==> src/rtl/bcw_pkg.sv <==
package bcw_pkg;

    localparam int WORD_W    = 16;
    localparam int OPC_LSB   = 10;
    localparam int OPC_W     = WORD_W - OPC_LSB;
    localparam int OPC_N     = 1 << OPC_W;
    localparam int RSV_LSB   = 5;
    localparam int RSV_W     = 5;
    localparam int ALIGN_W   = 3;

    typedef logic [WORD_W-1:0] word_t;
    typedef logic [OPC_W-1:0]  opc_t;

    typedef struct packed {
        logic parity_bad;
        logic opc_bad;
        logic rsv_bad;
    } instr_err_t;

    typedef enum logic [1:0] {
        SP_HOLD = 2'd0,
        SP_PUSH = 2'd1,
        SP_POP  = 2'd2,
        SP_CLR  = 2'd3
    } sp_op_e;

    function automatic opc_t opcode_of(input word_t w);
        return w[OPC_LSB +: OPC_W];
    endfunction

    function automatic logic odd_ones(input word_t w);
        return ^w;
    endfunction

    function automatic logic rsv_nonzero(input word_t w);
        return |w[RSV_LSB +: RSV_W];
    endfunction

    function automatic logic misaligned(input word_t w);
        return |w[ALIGN_W-1:0];
    endfunction

    function automatic logic any_err(input instr_err_t e);
        return e.parity_bad | e.opc_bad | e.rsv_bad;
    endfunction

endpackage

==> src/rtl/bcw_word_decode.sv <==
module bcw_word_decode
    import bcw_pkg::*;
#(
    parameter logic [63:0] LEGAL_OPC_MASK = 64'h0000_0000_0000_FFFF
) (
    input  word_t      word_i,
    output instr_err_t err_o,
    output opc_t       opc_o,
    output logic       ptr_bad_o
);

    logic [OPC_N-1:0] legal_vec;

    genvar g;
    generate
        for (g = 0; g < OPC_N; g++) begin : g_legal
            assign legal_vec[g] = LEGAL_OPC_MASK[g];
        end
    endgenerate

    always_comb begin
        opc_o            = opcode_of(word_i);
        err_o.parity_bad = !odd_ones(word_i);
        err_o.opc_bad    = !legal_vec[opc_o];
        err_o.rsv_bad    = rsv_nonzero(word_i);
        ptr_bad_o        = misaligned(word_i);
    end

endmodule

==> src/rtl/bcw_call_stack.sv <==
module bcw_call_stack
    import bcw_pkg::*;
#(
    parameter int STACK_DEPTH = 8,
    localparam int SP_W = $clog2(STACK_DEPTH + 1)
) (
    input  logic            clk,
    input  logic            rst,
    input  sp_op_e          op_i,
    output logic [SP_W-1:0] sp_o
);

    localparam logic [SP_W-1:0] SP_MAX = SP_W'(STACK_DEPTH);

    logic [SP_W-1:0] sp_q, sp_d;

    always_comb begin
        sp_d = sp_q;
        unique case (op_i)
            SP_CLR:  sp_d = '0;
            SP_PUSH: if (sp_q != SP_MAX) sp_d = sp_q + 1'b1;
            SP_POP:  if (sp_q != '0)     sp_d = sp_q - 1'b1;
            default: sp_d = sp_q;
        endcase
    end

    always_ff @(posedge clk) begin
        if (rst) sp_q <= '0;
        else     sp_q <= sp_d;
    end

    assign sp_o = sp_q;

endmodule

==> src/rtl/bcw_trap_ctrl.sv <==
module bcw_trap_ctrl
    import bcw_pkg::*;
(
    input  logic       clk,
    input  logic       rst,
    input  logic       start_i,
    input  logic       take_instr_i,
    input  instr_err_t instr_err_i,
    input  logic       take_ptr_i,
    input  logic       ptr_bad_i,
    input  logic       irq_en_i,
    output logic       halt_o,
    output logic       par_irq_o,
    output logic       align_irq_o
);

    logic instr_trap, ptr_trap;
    logic halt_q, par_q, aln_q;

    always_comb begin
        instr_trap = take_instr_i & any_err(instr_err_i);
        ptr_trap   = take_ptr_i & ptr_bad_i;
    end

    always_ff @(posedge clk) begin
        if (rst) begin
            halt_q <= 1'b1;
            par_q  <= 1'b0;
            aln_q  <= 1'b0;
        end else begin
            if (start_i)                     halt_q <= 1'b0;
            else if (instr_trap || ptr_trap) halt_q <= 1'b1;
            par_q <= instr_trap & irq_en_i;
            aln_q <= ptr_trap & irq_en_i;
        end
    end

    assign halt_o      = halt_q;
    assign par_irq_o   = par_q;
    assign align_irq_o = aln_q;

endmodule

==> src/rtl/bcw_word_guard.sv <==
module bcw_word_guard
    import bcw_pkg::*;
#(
    parameter int          STACK_DEPTH    = 8,
    parameter logic [63:0] LEGAL_OPC_MASK = 64'h0000_0000_0000_FFFF,
    parameter logic [5:0]  OPC_CALL       = 6'h04,
    parameter logic [5:0]  OPC_RET        = 6'h05,
    localparam int SP_W = $clog2(STACK_DEPTH + 1)
) (
    input  logic            clk,
    input  logic            rst,
    input  logic            start_i,
    input  logic            word_valid_i,
    input  logic [15:0]     word_i,
    input  logic            param_i,
    input  logic            irq_en_i,
    output logic            halt_o,
    output logic            par_irq_o,
    output logic            align_irq_o,
    output logic [SP_W-1:0] sp_o
);

    instr_err_t err;
    opc_t       opc;
    logic       ptr_bad;
    logic       take, take_instr, take_ptr, clean_instr;
    sp_op_e     sp_op;

    bcw_word_decode #(
        .LEGAL_OPC_MASK(LEGAL_OPC_MASK)
    ) u_decode (
        .word_i   (word_i),
        .err_o    (err),
        .opc_o    (opc),
        .ptr_bad_o(ptr_bad)
    );

    always_comb begin
        take        = word_valid_i & ~halt_o & ~start_i;
        take_instr  = take & ~param_i;
        take_ptr    = take & param_i;
        clean_instr = take_instr & ~any_err(err);
        if (start_i)                             sp_op = SP_CLR;
        else if (clean_instr && opc == OPC_CALL) sp_op = SP_PUSH;
        else if (clean_instr && opc == OPC_RET)  sp_op = SP_POP;
        else                                     sp_op = SP_HOLD;
    end

    bcw_call_stack #(
        .STACK_DEPTH(STACK_DEPTH)
    ) u_stack (
        .clk (clk),
        .rst (rst),
        .op_i(sp_op),
        .sp_o(sp_o)
    );

    bcw_trap_ctrl u_trap (
        .clk         (clk),
        .rst         (rst),
        .start_i     (start_i),
        .take_instr_i(take_instr),
        .instr_err_i (err),
        .take_ptr_i  (take_ptr),
        .ptr_bad_i   (ptr_bad),
        .irq_en_i    (irq_en_i),
        .halt_o      (halt_o),
        .par_irq_o   (par_irq_o),
        .align_irq_o (align_irq_o)
    );

endmodule

==> config.mk <==
export PLATFORM = sky130hd
export DESIGN_NAME = bcw_word_guard
export DESIGN_NICKNAME = d
export VERILOG_FILES = /design/src/rtl/bcw_pkg.sv /design/src/rtl/bcw_word_decode.sv /design/src/rtl/bcw_call_stack.sv /design/src/rtl/bcw_trap_ctrl.sv /design/src/rtl/bcw_word_guard.sv
export SDC_FILE = /design/constraint.sdc
export NUM_CORES = 1
export LEC_CHECK = 0
export CORE_UTILIZATION = 40
export CTS_CLUSTER_DIAMETER = 60
export DETAILED_ROUTE_END_ITERATION = 12
export PLACE_DENSITY = 0.76
export SYNTH_ARGS = -nofsm -noshare
export SYNTH_HDL_FRONTEND = slang
export SYNTH_SLANG_ARGS = --single-unit
==> constraint.sdc <==
create_clock -name clk -period 8.1 [get_ports clk]
set_clock_uncertainty 0.15 [all_clocks]
set_input_delay 1.62 -clock clk [delete_from_list [all_inputs] [get_ports clk]]
set_output_delay 1.62 -clock clk [all_outputs]
set_load 0.05 [all_outputs]
==> results of run 1 <==
registers in the layout, indices dropped and copies added, names as in the netlist:
register and cells:
u_stack.sp_o 4, u_trap.align_irq_o 1, u_trap.halt_o 1, u_trap.par_irq_o 1
critical path, delay by kind of cell:
family          cells  cell delay, ns
simple gates        2            0.77
compound gates      4            0.69
buf+inv             2            0.53
fa+ha+maj           3            0.89
xor+xnor            4            0.87
worst paths after layout:
kind / end / cells past startpoint / slack [ns] / from
worst min-delay path: u_stack.sp_o[3] / 2 / 0.38 / u_stack.sp_o[3]
worst max register to register: u_stack.sp_o[3] / 11 / 5.06 / u_trap.halt_o
worst max-delay path: u_stack.sp_o[3] / 15 / 2.76 / word_i[10]
worst min register to register: u_stack.sp_o[3] / 2 / 0.38 / u_stack.sp_o[3]
final cells by class:
cell class | count | area (um2)
well taps | 16 | 20.02
inverters | 8 | 30.03
flip-flops and latches | 7 | 140.1
fillers | 140 | 549.3
clock buffers | 4 | 26.28
multi-input cells | 61 | 513.0
repair buffers | 28 | 280.3
layer usage:
layer | vias up | share of wire (%) | GRT usage, %
met3 | 2 | 6.0 | 3.830
li1 | 334 | - | -
met1 | 296 | 39 | 17.10
met2 | 28 | 54 | 32.42
met4 | 0 | 0.75 | 7.500
met5 | - | 0 | 0
cell usage in the layout, fill, tap and decap left out, drive strengths merged, types with 3 or more instances in the layout:
cell           synthesis  layout
clkdlybuf4s50          0      28
xnor2                 10      10
ha                    10      10
inv                    8       8
dfxtp                  7       7
nor2                   5       5
a21oi                  5       5
nand2b                 4       4
a31oi                  4       4
clkbuf                 0       4
nor3                   3       3
report_power, final:
part / switching, mW / leakage, nW / total, mW / internal (mW)
clock network: 0.0123 / 0.0150 / 0.0311 / 0.0188
logic: 0.0269 / 0.346 / 0.0589 / 0.0319
registers: 0.00253 / 0.0572 / 0.0389 / 0.0364
total: 0.0418 / 0.418 / 0.129 / 0.0871
logic make-up after synthesis:
logic type / after synthesis
fa+ha+maj: 11
mux: 1
xor+xnor: 12
flops: 7
compound gates: 14
buf+inv: 8
simple gates: 23
==> out/qor.yml, run 1 <==
sta:
  max_freq_mhz: 187.2
  setup_ws_ns: 2.759
  finalSetupViolCount: 0
  max-slew-margin-rel_pct: 50.41
  tns_ns: 0
  post-route-period-util_pct: 65.94
  drv_slew: 0
  whs_ns: 0.3786
  hold_viol: 0
  finalCriticalPeriod_ns: 5.341
  rsz0062_at_grt: "false"
  tightest_slew_ns: 0.7343
placement:
  placedCellCount: 120
  port_buffers: 28
  dpl_cell_area_um2: 983.4
  gp_congestion: 0.7950
  place_ws_ns: 2.484
  place_hpwl_um: 1158
setup_path:
  critPathMaxStageDelay_ns: 0.48
  crit_fanout: 5
  cp_common_cell: "ha_1"
  critPathSlowestCell: "clkdlybuf4s50_1"
  cp.arrival_ns: 5.37
  required_ns: 8.13
  start_kind: "input pin"
  path_cells: "clkdlybuf4s50_1 > inv_1 > ha_1 > xnor2_1 > xnor2_1 > xnor3_1 > nor4b_4 > a31oi_1 > ha_1 > ha_1 > a21o_1 > a21oi_1 > xor2_1 > or4_1 > a31oi_1"
  path_class: "in2reg"
  crit_path_end_kind: "flip-flop"
grt:
  antenna_found_initial: 0
  track_usage_pct: 16.93
  grt_pass1_vias: 653
  grt_first_pass_wirelength_um: 2421
  overflow: 0
  grt_max_degree: 7
yosys:
  synthXorXnorAreaFrac_pct: 17.40
  yosys.area_share.simple_pct: 21.98
  synth_edf_count: 0
  synthCells: 76
  synth_fa_ha_area_share_pct: 21.25
  synth.distinct_cells: 25
  synth_area_leaders: "dfxtp_1 21%, ha_1 18%, xnor2_1 13%, inv_1 4.4%, a21oi_1 3.7%"
  synthMuxAreaShare_pct: 1.465
  yosys-top-cells-count: "10 x ha_1, 10 x xnor2_1, 8 x inv_1"
  synth_top_family_by_area: "simple AND/OR/NAND/NOR gates"
  syn_avg_cell_area_um2: 8.989
  ys_seq_area_share_pct: 20.51
  async_flop_share_pct: 0
  synth_nets: 109
  yosysTopAreaCell: "dfxtp_1"
  ys_ff_latch: 7
  yosysTopAreaCellShare_pct: 20.51
  netlist_area_um2: 683.2
  yosys_warnings: 0
  synth_flop_cell: "dfxtp_1"
  synth_compound_area_share_pct: 13.00
power_and_ir_drop:
  p_leak_nw: 0.4184
  finalPower_mw: 0.1289
  powerDensity_mw_per_mm2: 127.6
  peakVddDrop_v: 0.00006748
die:
  coreArea_mm2: 0.001559
  die_width_um: 43.33
  dieArea_mm2: 0.001877
  num_io_pins: 29
  rows: 14
  dieHeight_um: 43.33
  start_util_pct: 43.82
cts:
  postCtsSetupRepairBufs: 0
  cts_buffers: 3
  clock-sinks: 7
  clockRootBuffer: "clkbuf_4"
  cts_resized: 0
  cts_buffer_depth: 2
  clk_pin_slew_ns: 0.05
  cts.htree.levels: 1
  postCtsHoldBufs: 0
  worstSkewPairLatency_ns: 0.25
  cts_tree: "yes"
run_status:
  violations: "design-rule violations"
  run_status: "finished, violations left"
routing:
  first_pass_iters: 8
  postRouteAntennaNets: 0
  drc: 4
  num_vias: 660
  wl_per_cell_um: 10.77
  initialDrtViolationCount: 9
  wl_um: 1335
  vias_per_cell: 5.323
cells_and_area:
  stdcell_area_mm2: 0.001010
  area_delta_synth_final_pct: 47.80
  utilization_pct: 64.77
  insertedDiodeCount: 0
  fin_nets: 142
  drive_above_1_share_pct: 3.704
  stdcell_count: 124
hold_path:
  hp-class: "reg2reg"
flow_run:
  cap_violations: 0
Power figures use the tool's default switching activity.
==> inputs of run 2 (changes only) <==
==> constraint.sdc (replaced) <==
create_clock -name clk -period 5.6 [get_ports clk]
set_clock_uncertainty 0.15 [all_clocks]
set_input_delay 1.12 -clock clk [delete_from_list [all_inputs] [get_ports clk]]
set_output_delay 1.12 -clock clk [all_outputs]
set_load 0.05 [all_outputs]
==> out/qor.yml, run 2 (synthesis gave the netlist of run 1 again) <==
setup_path:
  crit_path_end_kind: "flip-flop"
  required_ns: 5.63
  rrSetupSlack_ns: 2.56
  crit_family: "adder cells"
  cp-startpoint: "word_i[10]"
  critPathSlowestCell: "clkdlybuf4s50_1"
  crit_fanout: 5
  r2r_start: "u_trap.halt_o"
  cp_common_cell: "ha_1"
  path_class: "in2reg"
  cp.arrival_ns: 4.87
  cp.depth: 15
  cp-endpoint: "u_stack.sp_o[3]"
  critPathMaxStageDelay_ns: 0.48
  path_cells: "clkdlybuf4s50_1 > inv_1 > ha_1 > xnor2_1 > xnor2_1 > xnor3_1 > nor4b_4 > a31oi_1 > ha_1 > ha_1 > a21o_1 > a21oi_1 > xor2_1 > or4_1 > a31oi_1"
  rr_worst_depth: 11
  timing.rr.end: "u_stack.sp_o[3]"
  start_kind: "input pin"
  crit_buf_inv: 2
cells_and_area:
  final_cell_mix: "28 x clkdlybuf4s50_1, 10 x xnor2_1, 10 x ha_1, 8 x inv_1, 7 x dfxtp_1"
  insertedDiodeCount: 0
  area_delta_synth_final_pct: 47.80
  final_common_cell: "clkdlybuf4s50_1"
  fin_nets: 142
  largest_reg_flops: 4
  drive_above_1_share_pct: 3.704
  stdcell_count: 124
  stdcell_area_mm2: 0.001010
  utilization_pct: 64.77
sta:
  tns_ns: 0
  tightest_slew_ns: 0.7112
  drv_slew: 0
  max-slew-margin-rel_pct: 51.96
  finalSetupViolCount: 0
  max_freq_mhz: 206.6
  hold_viol: 0
  finalCriticalPeriod_ns: 4.840
  post-route-period-util_pct: 86.42
  rsz0062_at_grt: "false"
routing:
  initialDrtViolationCount: 14
  wl_per_cell_um: 11.15
  postRouteAntennaNets: 0
  vias_per_cell: 5.185
  drc: 4
  num_vias: 643
  wl_um: 1383
  first_pass_iters: 8
grt:
  grt_max_degree: 7
  antenna_found_initial: 0
  grt_first_pass_wirelength_um: 2532
  grt_pass1_vias: 648
  overflow: 0
  track_usage_pct: 18.29
die:
  dieArea_mm2: 0.001877
  die_width_um: 43.33
  rows: 14
  num_io_pins: 29
  start_util_pct: 43.82
  dieHeight_um: 43.33
  coreArea_mm2: 0.001559
cts:
  postCtsSetupRepairBufs: 0
  cts_resized: 0
  clock-sinks: 7
  cts_buffer_depth: 2
  worstSkewPairLatency_ns: 0.25
  postCtsHoldBufs: 0
  cts.htree.levels: 1
  clk_pin_slew_ns: 0.05
  cts_buffers: 3
  clockRootBuffer: "clkbuf_4"
  cts_tree: "yes"
hold_path:
  hp-class: "reg2reg"
  hp-start: "u_stack.sp_o[3]"
placement:
  place_hpwl_um: 1195
  gp_congestion: 0.8150
  dpl_cell_area_um2: 983.4
  port_buffers: 28
  placedCellCount: 120
flow_run:
  cap_violations: 0
run_status:
  run_status: "finished, violations left"
  violations: "design-rule violations"
power_and_ir_drop:
  finalPower_mw: 0.1875
  powerDensity_mw_per_mm2: 185.7
  p_leak_nw: 0.4184
  peakVddDrop_v: 0.0001050
## run 2: cell counts in the layout (fill, tap and decap cells not counted)
Identical to the previous run, type by type.
## run 2: worst min-delay path: cells and delay by family (launching register included)
family             cells  cell delay (ns)
DFF                    1             0.35
and+or+nand+nor        1             0.08
AOI/OAI and AO/OA      1             0.06
## run 2: per-layer routing
layer  share of wire [%]  track usage [%]
met1                  42            18.04
met2                  52            35.15
met3                 6.0            5.106
met4                   0            7.500
met5                   0                0
## run 2: power breakdown
part	internal [mW]	switching (mW)
sequential	0.0526	0.00357
clock	0.0272	0.0191
combinational	0.0463	0.0387
total	0.126	0.0614
## run 2: area by class of cell
cell class / instances / area [um2]
fillers: 141 / 549.3
clock buffers: 4 / 26.28
inverters: 8 / 30.03
repair buffers: 28 / 280.3
multi-input cells: 61 / 513.0
well taps: 16 / 20.02
flip-flops and latches: 7 / 140.1
## run 2: worst min path at each step
| stage | slack (ns) | endpoint | cells after the start |
|---|---|---|---|
| after floorplan | 0.56 | u_stack.sp_o[3] | 2 |
| after global placement | 0.36 | u_stack.sp_o[3] | 2 |
| after detailed placement | 0.38 | u_stack.sp_o[3] | 2 |
| after CTS | 0.38 | u_stack.sp_o[3] | 2 |
| after global routing | 0.43 | u_stack.sp_o[3] | 2 |
| final | 0.39 | u_stack.sp_o[3] | 2 |
## run 2: per-stage QoR
step                      hold WS (ns)  setup WS, ns
after global placement          0.3605        0.5859
final                           0.3929        0.7603
after global routing            0.4286        0.4691
after floorplan                 0.5575         1.260
after CTS                       0.3842        0.7296
after detailed placement        0.3807        0.4393
